## src/rtl/dspace_decoder.sv

```systemverilog
module dspace_decoder #(
  parameter int DW     = 8,
  parameter int OFS_W  = 6,
  parameter int BANK_W = 6,
  parameter int NPER   = 13
) (
  input  logic                 clk,
  input  logic                 rst_n,
  input  logic                 req_valid,
  input  logic                 req_we,
  input  logic [7:0]           req_addr,
  input  logic [DW-1:0]        req_wdata,
  output logic                 rsp_valid,
  output logic [DW-1:0]        rsp_rdata,
  output logic                 rsp_undef,
  output logic                 pm_req,
  output logic [BANK_W+OFS_W-1:0] pm_addr,
  input  logic [DW-1:0]        pm_rdata,
  output logic [NPER-1:0]      per_rd_sel,
  output logic [NPER-1:0]      per_wr_sel,
  output logic [DW-1:0]        per_wdata,
  input  logic [NPER*DW-1:0]   per_rdata
);

  localparam int RF_DEPTH = 1 << OFS_W;
  localparam logic [DW-1:0] OPEN_BYTE = '1;
  localparam logic [7:0] BANK_ADDR = 8'hC9;
  localparam logic [7:0] ACC_ADDR  = 8'hFF;
  localparam logic [1:0] WIN_PAGE  = 2'b01;
  localparam logic [1:0] RF_PAGE   = 2'b10;
  localparam logic [7:0] PER_ADDR [NPER] = '{8'hC0, 8'hC1, 8'hC4, 8'hC5, 8'hC8, 8'hCC,
                                             8'hCD, 8'hD0, 8'hD1, 8'hD2, 8'hD3, 8'hD4, 8'hD8};
  localparam logic [NPER-1:0] PER_WO = NPER'(16);

  logic rd, wr, in_win, in_rf, is_acc;
  assign rd     = req_valid & ~req_we;
  assign wr     = req_valid &  req_we;
  assign in_win = req_addr[7:6] == WIN_PAGE;
  assign in_rf  = req_addr[7:6] == RF_PAGE;
  assign is_acc = req_addr == ACC_ADDR;

  logic [BANK_W-1:0] bank;
  logic              bank_set;

  always_ff @(posedge clk)
    if (wr && req_addr == BANK_ADDR) bank <= req_wdata[BANK_W-1:0];

  always_ff @(posedge clk)
    if (!rst_n) bank_set <= 1'b0;
    else if (wr && req_addr == BANK_ADDR) bank_set <= 1'b1;

  assign pm_req  = rd & in_win;
  assign pm_addr = {bank, req_addr[OFS_W-1:0]};

  logic [NPER-1:0] hit;
  for (genvar g = 0; g < NPER; g++) begin : g_hit
    assign hit[g] = req_addr == PER_ADDR[g];
  end

  assign per_wr_sel = {NPER{wr}} & hit;
  assign per_rd_sel = {NPER{rd}} & hit & ~PER_WO;
  assign per_wdata  = req_wdata;

  logic [DW-1:0] rf [RF_DEPTH];
  logic [DW-1:0] acc;

  always_ff @(posedge clk) begin
    if (wr && in_rf)  rf[req_addr[OFS_W-1:0]] <= req_wdata;
    if (wr && is_acc) acc <= req_wdata;
  end

  logic [DW-1:0] rd_byte;
  always_comb begin
    rd_byte = OPEN_BYTE;
    if (in_rf)       rd_byte = rf[req_addr[OFS_W-1:0]];
    else if (is_acc) rd_byte = acc;
    else if (|per_rd_sel) begin
      rd_byte = '0;
      for (int i = 0; i < NPER; i++)
        if (per_rd_sel[i]) rd_byte = rd_byte | per_rdata[i*DW +: DW];
    end
  end

  logic          r_win;
  logic [DW-1:0] r_data;

  always_ff @(posedge clk)
    if (!rst_n) begin
      rsp_valid <= 1'b0;
      r_win     <= 1'b0;
      rsp_undef <= 1'b0;
    end else begin
      rsp_valid <= rd;
      r_win     <= pm_req;
      rsp_undef <= pm_req & ~bank_set;
    end

  always_ff @(posedge clk)
    if (rd) r_data <= rd_byte;

  assign rsp_rdata = r_win ? pm_rdata : r_data;

endmodule


```

## config.mk

```make
export PLATFORM = sky130hd
export DESIGN_NAME = dspace_decoder
export DESIGN_NICKNAME = d
export VERILOG_FILES = /design/src/rtl/dspace_decoder.sv
export SDC_FILE = /design/constraint.sdc
export NUM_CORES = 1
export LEC_CHECK = 0
export BUFFER_PORTS_ARGS = -buffer_cell sky130_fd_sc_hd__buf_4
export CORE_ASPECT_RATIO = 1.75
export CORE_UTILIZATION = 45
export CTS_BUF_LIST = sky130_fd_sc_hd__clkbuf_8
export CTS_CLUSTER_SIZE = 28
export DETAILED_ROUTE_END_ITERATION = 16
export HOLD_SLACK_MARGIN = 0.15
export PLACE_DENSITY = 0.7
export RECOVER_POWER = 100
export SLEW_MARGIN = 10
export SYNTH_ARGS = -nofsm -noshare
export SYNTH_HDL_FRONTEND = slang
export SYNTH_SLANG_ARGS = --single-unit
```

## constraint.sdc

```tcl
create_clock -name clk -period 3.1 [get_ports clk]
set_input_delay 0.62 -clock clk [delete_from_list [all_inputs] [get_ports clk]]
set_output_delay 0.62 -clock clk [all_outputs]
set_load 0.1 [all_outputs]
```

# Yosys cells after proc, flatten, opt, wreduce, memory -nomap -nowiden
# Memories as Yosys holds them, arrays and structs flattened.
# Cells that the tools add are included.
# word_totals
regBits,26
ram_bits,512
inputBits,132
out_inout_bits,57
word_cells,99
mem_count,1
# op_classes
eq_ne,17
muxes,51
n_bitwise,19
n_reduce_logical,4
# mem_list
name,depth,width,rd,rd_ports_with_merged_regs,wr,line,text
rf,64,8,1,0,1,64,logic [DW-1:0] rf [RF_DEPTH];
# op_table
operator,count
8-bit two-way mux,49
8-bit == test (second input constant),15
8-bit bitwise OR,11
13-bit bitwise AND,2
12-bit OR reduction,1
1-bit bitwise AND,4
1-bit logical AND,3
2-bit by 1-bit == test with 1-bit output (second input constant),1
2-bit == test (second input constant),1
1-bit two-way mux,2
1-bit NOT,2

# Logic depth before layout (Yosys ltp)
# Gate-level depths: netlist (run 1).
# logic_depth
word_depth,62
depth_mapped,12
mapped_depth_nobuf,6

# Worst setup path before layout (run 1)
# OpenSTA, ideal clock, no wires.
# synth_path
path_type,input-to-reg
from,input req_addr[1]
to,"register r_data[4], data pin"
setup_ns,0.129
arrival_time_ns,4.281
required_ns,2.971
path_slack_ns,-1.310
stages,9
n_path_buf,4
cell_sequence,buf_6 -> buf_6 -> buf_4 -> or2_2 -> clkbuf_1 -> nor3_1 -> a221oi_1 -> a31oi_1 -> a211o_1
# synth_between
elab_cells_between_ends,75
classes_between,eq/ne: 13; mux: 48; bitwise: 12; reduce/logical: 1; memory: 1
# synth_rtl
element,line,text
start: declaration,11,"input logic [7:0] req_addr,"
8-bit == test (*),57,assign hit[g] = req_addr == PER_ADDR[g];
13-bit bitwise AND (*),61,assign per_rd_sel = {NPER{rd}} & hit & ~PER_WO;
net per_rd_sel[5],19,"output logic [NPER-1:0] per_rd_sel,"
8-bit two-way mux,80,if (per_rd_sel[i]) rd_byte = rd_byte | per_rdata[i*DW +: DW];
8-bit two-way mux,77,else if (|per_rd_sel) begin
8-bit two-way mux,76,else if (is_acc) rd_byte = acc;
8-bit two-way mux,75,if (in_rf) rd_byte = rf[req_addr[OFS_W-1:0]];
8-bit bitwise OR,80,
[27 not listed],-,
8-bit two-way mux,76,
8-bit two-way mux,75,
8-bit bitwise OR,80,
8-bit two-way mux,80,
8-bit two-way mux (*),77,
8-bit two-way mux (*),76,
8-bit two-way mux (*),75,
net rd_byte[4],72,logic [DW-1:0] rd_byte;
end signal: assignment,99,if (rd) r_data <= rd_byte;
end: declaration,85,logic [DW-1:0] r_data;
# Mark *: on every way through the listed nets, which the timed path passes. The rest lies on a longest branch. The select of a mux whose other input is x is not followed.
# A chain may end at the register's enable or synchronous reset.

# Final worst setup path (run 1)
# layout_path
from,input req_addr[1]
to,output per_rd_sel[11]
# layout_between
elab_chain_len,2
# layout_lines
element,line
8-bit == test,57
13-bit bitwise AND,61
end: declaration,19
# Every way passes these cells.

==> results.md, run 1 <==
* Core ar. at approximately 49,000 sq um
* Crit path kind: in -> out
* Synth top area share at a little under three quarters
* Post-CTS sizing at 0
* CTS Buf Count at slightly above 70
* Post-route clock period utilization at 96.3%
* Register share of total power at a little over half
* Kind of cell adding the most delay to the critical path: buffers and inverters
* Worst Max-Slew Pin Slew at 2700 ps
* Final WL at 62,500 microns
* FP Rows at about 110
* Starting Density at between 40 and 50%
* Vias in the first global route at 14,100
* Max Clk Rate at about 340 MHz
* First-pass GRT wire length at 90,400 microns
* Root Driver: clkbuf_8
* Hold_buf cts at 0
* Area occupied by multi-input gates at a little under 6000 sq um
* Post-synthesis async set-or-reset flop share at 0%
* DPL Wire Length at ~44,000 microns
* RSZ-0062 raised after global routing: false
* Multiplexer area fraction after synthesis at 15.4%
* Register area at about 16,000 sq um
* Die H at roughly 300 microns
* Nets@finish at between 1,500 and 2,000
* Worst Skew at roughly 27 ps
* Critical-path maximum fanout at 32
* GPL Wtd Cong at roughly 0.93
* Total GRT Usage at 25.1%
* Critical Path Sink Type: output pin
* Die width at 171 microns
* Syn avg cell area at around 18 sq um
* Leading area contributor after synthesis: edfxtp_1
* Most instantiated library cell after synthesis: edfxtp_1
* Worst path slowest cell: buf_2
* Synth area leaders: edfxtp_1 72%, mux4_2 8.1%, mux2i_1 5.8%
* Max incr delay on CP at between 400 and 500 ps
* Via count at around 13,000
* Sw frac at 23.0%
* P_int at roughly 11 mW
* CTS Buffer Depth at 3
* CTS Sinks at between 500 and 600
* XOR/XNOR Fraction of Synth Area at 0%
* Tmin final at slightly below 3000 ps
* DR WL/cell at approximately 27 microns
* Clk pwr share at between 30% and 40%
* Flops & latches, synth at roughly 540
* Failing checks: max-capacitance violations, max-slew violations
* Skew-Pair Late Insertion Delay at around 630 ps
* Initial antenna violation count at 4
* Min-Delay Path Class: in -> reg
* Area Growth Syn to Fin at 19.0%
* IO Count at 189
* Simple-gate portion of the synthesized area at 5.14%
* Filler cells at 3,899
* Post-Synth Adder-Cell Area at 0%
* Setup bufs post-CTS at 0
* Max-cap check violation count at 4
* Static Leakage at a little over 9 nW
* Fin util at between 50% and 60%
* Vias per cell at slightly below 6
* Critical path startpoint category: input port
* Slack of the critical path at roughly 120 ps
* Final total power at around 15 mW
* Compound-Gate Fraction of Synth Area at 4.97%
* Pwr dens at around 550 nW/um^2
* Pin count of the biggest net entering global routing at 67
* Post-Syn Nets at about 1,400
* Reg2Reg Setup Slack at 480 ps
* Crit path arrival time at ~2400 ps
* Bufs and invs on worst path at 6
* Worst-path cell chain: buf_8 > buf_12 > buf_12 > nor2_1 > buf_4 > nand2_1 > buf_4 > nor2_2 > buf_2
* Grt ovf at 0
* Main combinational cell family by area after synthesis: multiplexers
* Final hold violations at 0
* Slew Viols, Final at between 200 and 300
* Port Buffer Count at 179
* Primary FF master, synth: edfxtp_1
* Die area at roughly 50,000 sq um
* Number of enable flip-flop cells after synthesis at 534
* Final setup viols at 0
* Ys Warns at 0
* Part of the power in combinational logic at between 8 and 9%
* Post-route cell area at between 20,000 and 30,000 sq um
* CTS tree: done
* Mapped Cells at ~1,300
* WHS at 222 ps
* Yosys cell types at 56
* CTS clk-pin slew, worst paths at 70 ps
* Initial DRC Count at around 1,200
* DP Worst Slack at -55.3 ps
* Post-Syn Area at between 20,000 and 25,000 sq um
* CP required at approximately 2500 ps
* Dpl cell area at around 26,000 sq um
* Sw Pwr at ~3.4 mW
* Peak VDD IR at between 0.2 and 0.25 mV
* Most instantiated cells after synthesis: 534 x edfxtp_1, 131 x mux2i_1, 108 x nor2_1
* Post-route ant nets at 0
* Outcome: finished with violations
* DRC errors left at 0
* Layout cells sized above 1 at ~29%
* Rel. slew slack at -79.9%
* Initial DRT Pass Iterations at 5
* H-tree depth at 3
* Part of the Yosys area used for sequential elements at between 70% and 80%
[area by class of cell]
| cell class | instances | share of cell area (%) |
|---|---|---|
| clock inverter | 54 | 1.51 |
| inverter | 4 | 0.0563 |
| antenna | 1 | 0.00938 |
| timing repair buffer | 370 | 9.08 |
| clock buffer | 76 | 3.92 |
| sequential | 538 | 60.4 |
| multi-input combinational | 637 | 21.9 |
| tap | 654 | 3.07 |
[sequential cells by signal (all words and copies together), names as in the netlist]
signal	count
bank	6
rsp_valid	1
rsp_undef	1
rf	512
r_win	1
bank_set	1
r_data	8
acc	8
[power groups by stage]
stage          clock network [mW]  logic (mW)  registers (mW)
6_report                     5.38        1.21            8.02
5_1_grt                      5.74        1.27            8.02
4_1_cts                      5.47        1.24            8.01
3_5_place_dp                    0        1.24            8.17
3_3_place_gp                    0        1.22            8.17
2_1_floorplan                   0       0.648            8.17
[path summary, 6_finish.rpt]
check / endpoint / cells past startpoint / startpoint
worst max-delay path: per_rd_sel[11] / 9 / req_addr[1]
worst min-delay path: bank_set / 2 / rst_n
worst max register to register: r_data[2] / 6 / rf[45][2]
worst min register to register: rsp_undef / 1 / bank_set
[routing by layer]
metal  part of all wire (%)  global-route usage (%)  vias to the layer above
met4                    5.5                    13.4                        0
li1                       -                       -                     5855
met1                     35                    28.7                     6833
met5                      0                       0                        -
met2                     53                    44.2                      601
met3                    5.8                    4.24                      163
[per-stage QoR]
stage                     std cells  setup TNS (ps)
after floorplan                1273           -2110
after global placement         2203           -47.9
after detailed placement       2203            -108
after CTS                      2333               0
after global routing           2334               0
final                          2334               0
[worst reg2reg max path: cells and delay by family, from the launching register on]
family,cells,cell delay (ps)
muxes,2,1030
and+or+nand+nor,2,660
DFF,1,370
buffers and inverters,1,170
AOI/OAI and AO/OA,1,120
[cell families (layout without fill, tap and decap cells)]
group | Yosys count | after routing
AND/OR/NAND/NOR | 251 | 251
other | 1 | 2
multiplexers | 234 | 234
AO/OA/AOI/OAI | 151 | 151
flip-flops | 538 | 538
buffers and inverters | 98 | 504
[placed cells by master (no fill, tap or decap), drive strengths merged, types with 5 or more instances in the layout]
cell,Yosys,layout
edfxtp,534,534
clkbuf,24,224
buf,70,222
mux2i,131,131
nor2,108,108
mux4,85,85
a22oi,62,62
nand2,40,40
nand3,38,38
clkinv,0,27
inv,4,18
mux2,18,18
nor3,18,18
a21oi,14,14
o21ai,14,14
nor2b,10,10
a31oi,9,9
o22ai,7,7
a221oi,7,7
nand4,7,7
clkinvlp,0,7
bufinv,0,6
nand2b,5,5
(Power assumes the default switching activity.)
==> run 2, diff against run 1 <==
--- a/config.mk
+++ b/config.mk
@@ -7,12 +7,12 @@
 export LEC_CHECK = 0
 export BUFFER_PORTS_ARGS = -buffer_cell sky130_fd_sc_hd__buf_4
 export CORE_ASPECT_RATIO = 1.75
-export CORE_UTILIZATION = 45
+export CORE_UTILIZATION = 62
 export CTS_BUF_LIST = sky130_fd_sc_hd__clkbuf_8
 export CTS_CLUSTER_SIZE = 28
 export DETAILED_ROUTE_END_ITERATION = 16
 export HOLD_SLACK_MARGIN = 0.15
-export PLACE_DENSITY = 0.7
+export PLACE_DENSITY = 0.82
 export RECOVER_POWER = 100
 export SLEW_MARGIN = 10
 export SYNTH_ARGS = -nofsm -noshare
==> run 2 against run 1 <==
  * The run still ends with max-capacitance violations, max-slew violations left
  * Critical path type unchanged
  * Cell count is 8.8% lower
  * Sequential cell count stayed put
  * Setup slack worse by 83 ps
  * Worst hold slack worse by 6.7 ps
  * Combinational power hardly changed
  * Clock skew is 2.8 ps lower
==> results.md, run 2 (synthesis results as in run 1) <==
* Fin util at 74.1% (+19 points)
* Area Growth Syn to Fin at 17.0%
* Post-route ant nets at 0 (unchanged)
* Failing checks: max-capacitance violations, max-slew violations
* Pwr dens at 546 nW/um^2 (-0.30%)
* Die width at 146 microns (-15%)
* Max-cap check violation count at 4 (unchanged)
* Setup bufs post-CTS at 0 (unchanged)
* Placed cell count at 2,003 (-9.1%)
* Die H at 254 microns (-15%)
* Min-Delay Path Class: in -> reg
* Critical Path Sink: per_rd_sel[0]
* Layout cells sized above 1 at 27.7% (-0.94 points)
* Initial DRC Count at 1,671 (+37%)
* Sw frac at 22.9% (-0.067 points)
* Dpl cell area at 25,400 sq um (-1.3%)
* Core ar. at 35,400 sq um (-28%)
* GPL Wtd Cong at 0.881 (-5.7%)
* P_int at 11.0 mW (-1.9%)
* First-pass GRT wire length at 89,700 microns (-0.72%)
* Peak VDD IR at 0.445 mV (+80%)
* Final hold violations at 0 (unchanged)
* Final setup viols at 0 (unchanged)
* Post-route cell area at 26,200 sq um (-1.7%)
* Worst Skew at 24.6 ps (-2.83 ps)
* Tmin final at 3070 ps (+82.7 ps)
* Root Driver: clkbuf_8
* Nets@finish at 1,744 (-0.63%)
* Part of the power in combinational logic at 8.3% (about the same)
* Worst Min Path Start: rst_n
* Sw Pwr at 3.28 mW (-2.3%)
* CTS tree: done
* Worst reg2reg startpoint: rf[39][2]
* Crit path arrival time at 2450 ps (+90 ps)
* Grt ovf at 0 (unchanged)
* Initial DRT Pass Iterations at 6 (+1)
* R2R cell count at 6 (unchanged)
* DR WL/cell at 29.6 microns (+10%)
* H-tree depth at 3 (unchanged)
* Post-route clock period utilization at 98.9% (+2.7 points)
* Fin cells at 2,129 (-8.8%)
* Clk pwr share at 35.7% (-1.1 points)
* WHS Path Cells at 2 (unchanged)
* Rel. slew slack at -7.04% (+73 points)
* Outcome: finished with violations
* Starting Density at 63.3% (+17 points)
* Max Clk Rate at 326 MHz (-2.7%)
* CTS Buffer Depth at 3 (unchanged)
* FP Rows at 91 (-15%)
* Total GRT Usage at 34.5% (+9.4 points)
* Initial antenna violation count at 4 (unchanged)
* Worst reg2reg endpoint: r_data[2]
* Slew Viols, Final at 202 (-24%)
* Port Buffer Count at 179 (unchanged)
* Critical Path Sink Type: output pin
* RSZ-0062 raised after global routing: false
* Pin count of the biggest net entering global routing at 67 (unchanged)
* CTS clk-pin slew, worst paths at 70 ps (about the same)
* Final WL at 62,900 microns (+0.66%)
* Crit path kind: in -> out
* Reg2Reg Setup Slack at 540 ps (+60 ps)
* Skew-Pair Late Insertion Delay at 620 ps (about the same)
* Worst Max-Slew Pin Slew at 1610 ps (-1090 ps)
* DRC errors left at 0 (unchanged)
* Hold_buf cts at 0 (unchanged)
* CTS Buf Count at 72 (unchanged)
* Vias per cell at 6.59 (+14%)
* Vias in the first global route at 14,400 (+1.7%)
* Via count at 14,000 (+4.3%)
* Max reg flops at 512 (unchanged)
* WHS at 215 ps (-6.73 ps)
* Critical-path maximum fanout at 14 (-56%)
* Register share of total power at 56.0% (+1.1 points)
* IO Count at 189 (unchanged)
* Commonest non-fill, non-tap cells in the layout: 534 x edfxtp_1, 195 x buf_4, 131 x mux2i_1, 116 x clkbuf_1, 96 x nor2_1
* CP startpoint: req_addr[3]
* CTS Sinks at 538 (unchanged)
* Static Leakage at 8.96 nW (-1.3%)
* Post-CTS sizing at 0 (unchanged)
* DPL Wire Length at 42,700 microns (-1.8%)
* CP required at 2480 ps (about the same)
* Die area at 36,900 sq um (-27%)
* Most common cell after layout, fill and taps aside: edfxtp_1
* Critical path startpoint category: input port
* Final total power at 14.3 mW (-2.0%)
run 2: worst max-delay path, stage by stage:
cell      delay (ps)
buf_4            210
buf_4            230
nor2_2           280
clkbuf_4         350
nand2_1          210
nor2_2           200
buf_4            320
run 2: worst min-delay path by stage:
stage	end	slack, ps
floorplan	rsp_undef	390
global placement	rsp_undef	410
detailed placement	rsp_undef	410
CTS	bank_set	190
global route	bank_set	220
finish	bank_set	220
run 2: per-layer routing:
layer | up-vias | GRT usage (%) | share of wire (%)
li1 | 5835 | - | -
met1 | 7043 | 39.8 | 32
met2 | 944 | 59.8 | 52
met3 | 205 | 5.28 | 8.4
met4 | 0 | 23.5 | 7.0
met5 | - | 0 | 0
run 2: metrics by stage:
stage          setup TNS (ps)  setup WS (ps)
2_1_floorplan           -2110           -437
3_3_place_gp            -44.9          -44.9
3_5_place_dp             -130          -56.4
4_1_cts                     0            171
5_1_grt                     0           44.3
6_report                    0           32.6
run 2: area by class of cell:
| cell class | count | area, sq um |
|---|---|---|
| inverter | 4 | 15.0 |
| clock inverter | 46 | 300 |
| antenna | 4 | 10.0 |
| sequential | 538 | 16100 |
| multi-input combinational | 637 | 5850 |
| clock buffer | 76 | 1050 |
| timing repair buffer | 359 | 2300 |
| tap | 465 | 582 |
| fill | 2156 | 9180 |
run 2: power by group through the flow:
stage / registers (mW) / clock network (mW) / logic [mW]
floorplan: 8.17 / 0 / 0.648
global placement: 8.17 / 0 / 1.18
detailed placement: 8.17 / 0 / 1.20
CTS: 8.02 / 5.16 / 1.21
global route: 8.02 / 5.44 / 1.23
finish: 8.03 / 5.11 / 1.19
==> run 3, diff against run 2 <==
==> constraint.sdc (replaced) <==
create_clock -name clk -period 3 [get_ports clk]
set_input_delay 0.6 -clock clk [delete_from_list [all_inputs] [get_ports clk]]
set_output_delay 0.6 -clock clk [all_outputs]
set_load 0.1 [all_outputs]
==> run 3 against run 2 <==
  * The flow still finishes with violations (max-capacitance violations, max-slew violations)
  * Cell count decreased by 0.38%
  * Sequential cell count stayed put
  * First-iteration DRC count down 12%
  * Sequential share of layout area down 0.10 points
  * Setup slack gained 53 ps
  * Critical path type unchanged
  * Critical endpoint is now per_wdata[4]
  * Largest power group unchanged
==> results.md, run 3 (synthesis results as in run 1) <==
* Post-route cell area at 26,300 sq um (+0.17%)
* Final setup viols at 0 (unchanged)
* FP Rows at 91 (unchanged)
* Root Driver: clkbuf_8
* Final hold violations at 0 (unchanged)
* Worst-path cell chain: clkbuf_1 > buf_4
* Dpl cell area at 25,500 sq um (+0.23%)
* Min-Delay Path Class: in -> reg
* CTS clk-pin slew, worst paths at 70 ps (about the same)
* DR WL/cell at 29.2 microns (-1.3%)
* Fin cells at 2,121 (-0.38%)
* CP required at 2400 ps (-80 ps)
* Total GRT Usage at 34.2% (-0.36 points)
* DRC errors left at 0 (unchanged)
* Die area at 36,900 sq um (unchanged)
* Setup_tns at 0 ps (unchanged)
* Die width at 146 microns (unchanged)
* Pin count of the biggest net entering global routing at 67 (unchanged)
* DP Worst Slack at -75.7 ps (-19.4 ps)
* GPL Wtd Cong at 0.947 (+7.5%)
* Critical-path maximum fanout at 27 (+13)
* Core ar. at 35,400 sq um (unchanged)
* Final WL at 61,900 microns (-1.7%)
* Max-cap check violation count at 4 (unchanged)
* CTS Sinks at 538 (unchanged)
* Area Growth Syn to Fin at 17.2%
* Slew Viols, Final at 139 (-31%)
* Layout cells sized above 1 at 27.8% (+0.10 points)
* Initial DRT Pass Iterations at 7 (+1)
* Peak VDD IR at 0.380 mV (-15%)
* Commonest non-fill, non-tap cells in the layout: 534 x edfxtp_1, 182 x buf_4, 131 x mux2i_1, 112 x clkbuf_1, 96 x nor2_1
* Post-route ant nets at 0 (unchanged)
* Critical path startpoint category: input port
* Fin util at 74.2% (+0.12 points)
* M2 GR Usage at 59.5% (-0.26 points)
* Via count at 13,800 (-1.7%)
* Max Clk Rate at approximately 340 MHz
* CTS Buf Count at 70 (-2.8%)
* Slack of the critical path at 85.6 ps (+53.1 ps)
* Most common cell after layout, fill and taps aside: edfxtp_1
* Outcome: finished with violations
* Max reg flops at 512 (unchanged)
* First-pass GRT wire length at 89,200 microns (-0.62%)
* Starting Density at 63.3% (unchanged)
* Final total power at 14.6 mW (+2.0%)
* H-tree depth at 3 (unchanged)
* Placed cell count at 1,998 (-0.25%)
* IO Count at 189 (unchanged)
* P_int at 11.3 mW (+1.8%)
* Skew-Pair Late Insertion Delay at 640 ps (+20 ps)
* WHS at 200 ps (-15.1 ps)
* Critical Path Sink Type: output pin
* Post-route clock period utilization at around 97%
* Hold_buf cts at 0 (unchanged)
* CTS tree: done
* DPL Wire Length at 43,500 microns (+1.9%)
* Routing usage on met3 at 5.67% (+0.39 points)
* Nets@finish at 1,737 (-0.40%)
* Worst Max-Slew Pin Slew at 1860 ps (+250 ps)
* Vias per cell at 6.50 (-1.3%)
* Die H at 254 microns (unchanged)
* Part of the power in combinational logic at 8.6% (+0.3 points)
* RSZ-0062 raised after global routing: false
* Met1 GRT Util at 38.5% (-1.3 points)
* Initial antenna violation count at 3 (-1)
* Tmin final at 2910 ps
* Reg2Reg Setup Slack at 590 ps (+50 ps)
* Crit path arrival time at 2310 ps (-140 ps)
* Static Leakage at 8.98 nW (+0.25%)
* Pwr dens at 557 nW/um^2 (+1.9%)
* Failing checks: max-capacitance violations, max-slew violations
* Initial DRC Count at 1,464 (-12%)
* Register share of total power at 56.7% (+0.7 points)
* Gr busiest metal: met2
* Worst Skew at 35.4 ps (+10.8 ps)
* Kind of cell adding the most delay to the critical path: buffers and inverters
* Sw Pwr at 3.37 mW (+2.7%)
* Port Buffer Count at 179 (unchanged)
* Clk pwr share at 34.7% (-1.0 points)
* Vias in the first global route at 14,100 (-2.0%)
* CTS Buffer Depth at 3 (unchanged)
* Bufs and invs on worst path at 2 (-2)
* Max incr delay on CP at 1190 ps (+840 ps)
* Grt ovf at 0 (unchanged)
* Sw frac at 23.0% (+0.15 points)
* Crit path kind: in -> out
* Worst path slowest cell: clkbuf_1
* Rel. slew slack at -23.7% (-17 points)
==> run 3: cell count changes in the layout (fill, tap and decap cells not counted), sizes merged <==
cell      delta
inv          +6
clkinv       -7
clkbuf       +1
diode        -2
buf          -6
clkinvlp     +2
bufinv       -2
==> run 3: power groups by stage <==
| stage | Sequential [mW] | Combinational, mW | Clock (mW) |
|---|---|---|---|
| global route | 8.29 | 1.29 | 5.44 |
| detailed placement | 8.44 | 1.26 | 0 |
| floorplan | 8.45 | 0.673 | 0 |
| global placement | 8.44 | 1.23 | 0 |
| CTS | 8.28 | 1.26 | 5.13 |
| finish | 8.29 | 1.25 | 5.08 |
==> run 3: final timing paths <==
kind                      from           end  cells past startpoint
hold / removal           rst_n      bank_set                      2
setup reg to reg     rf[38][2]     r_data[2]                      5
hold reg to reg       bank_set     rsp_undef                      1
setup / recovery  req_wdata[4]  per_wdata[4]                      2
==> run 3: area by class of cell <==
type / instances / area (sq um)
diodes: 2 / 5.00
inverters: 4 / 15.0
multi-input cells: 637 / 5890
flip-flops and latches: 538 / 16100
clock inverters: 45 / 255
fillers: 2155 / 9140
well taps: 465 / 582
clock buffers: 76 / 1050
repair buffers: 354 / 2360
==> run 3: timing repair <==
| action | 4_1_cts | 5_1_grt |
|---|---|---|
| buffers inserted | 0 | 0 |
| cloned | 0 | 0 |
| resized for setup | 1 | 1 |
| endpoints found under the setup margin | 4 | 1 |
==> run 3: routing by layer <==
layer / wire (microns) / vias to the layer above
met5: 0 / -
met4: 4230 / 0
met1: 20100 / 6845
met3: 5040 / 234
li1: - / 5822
met2: 32500 / 891
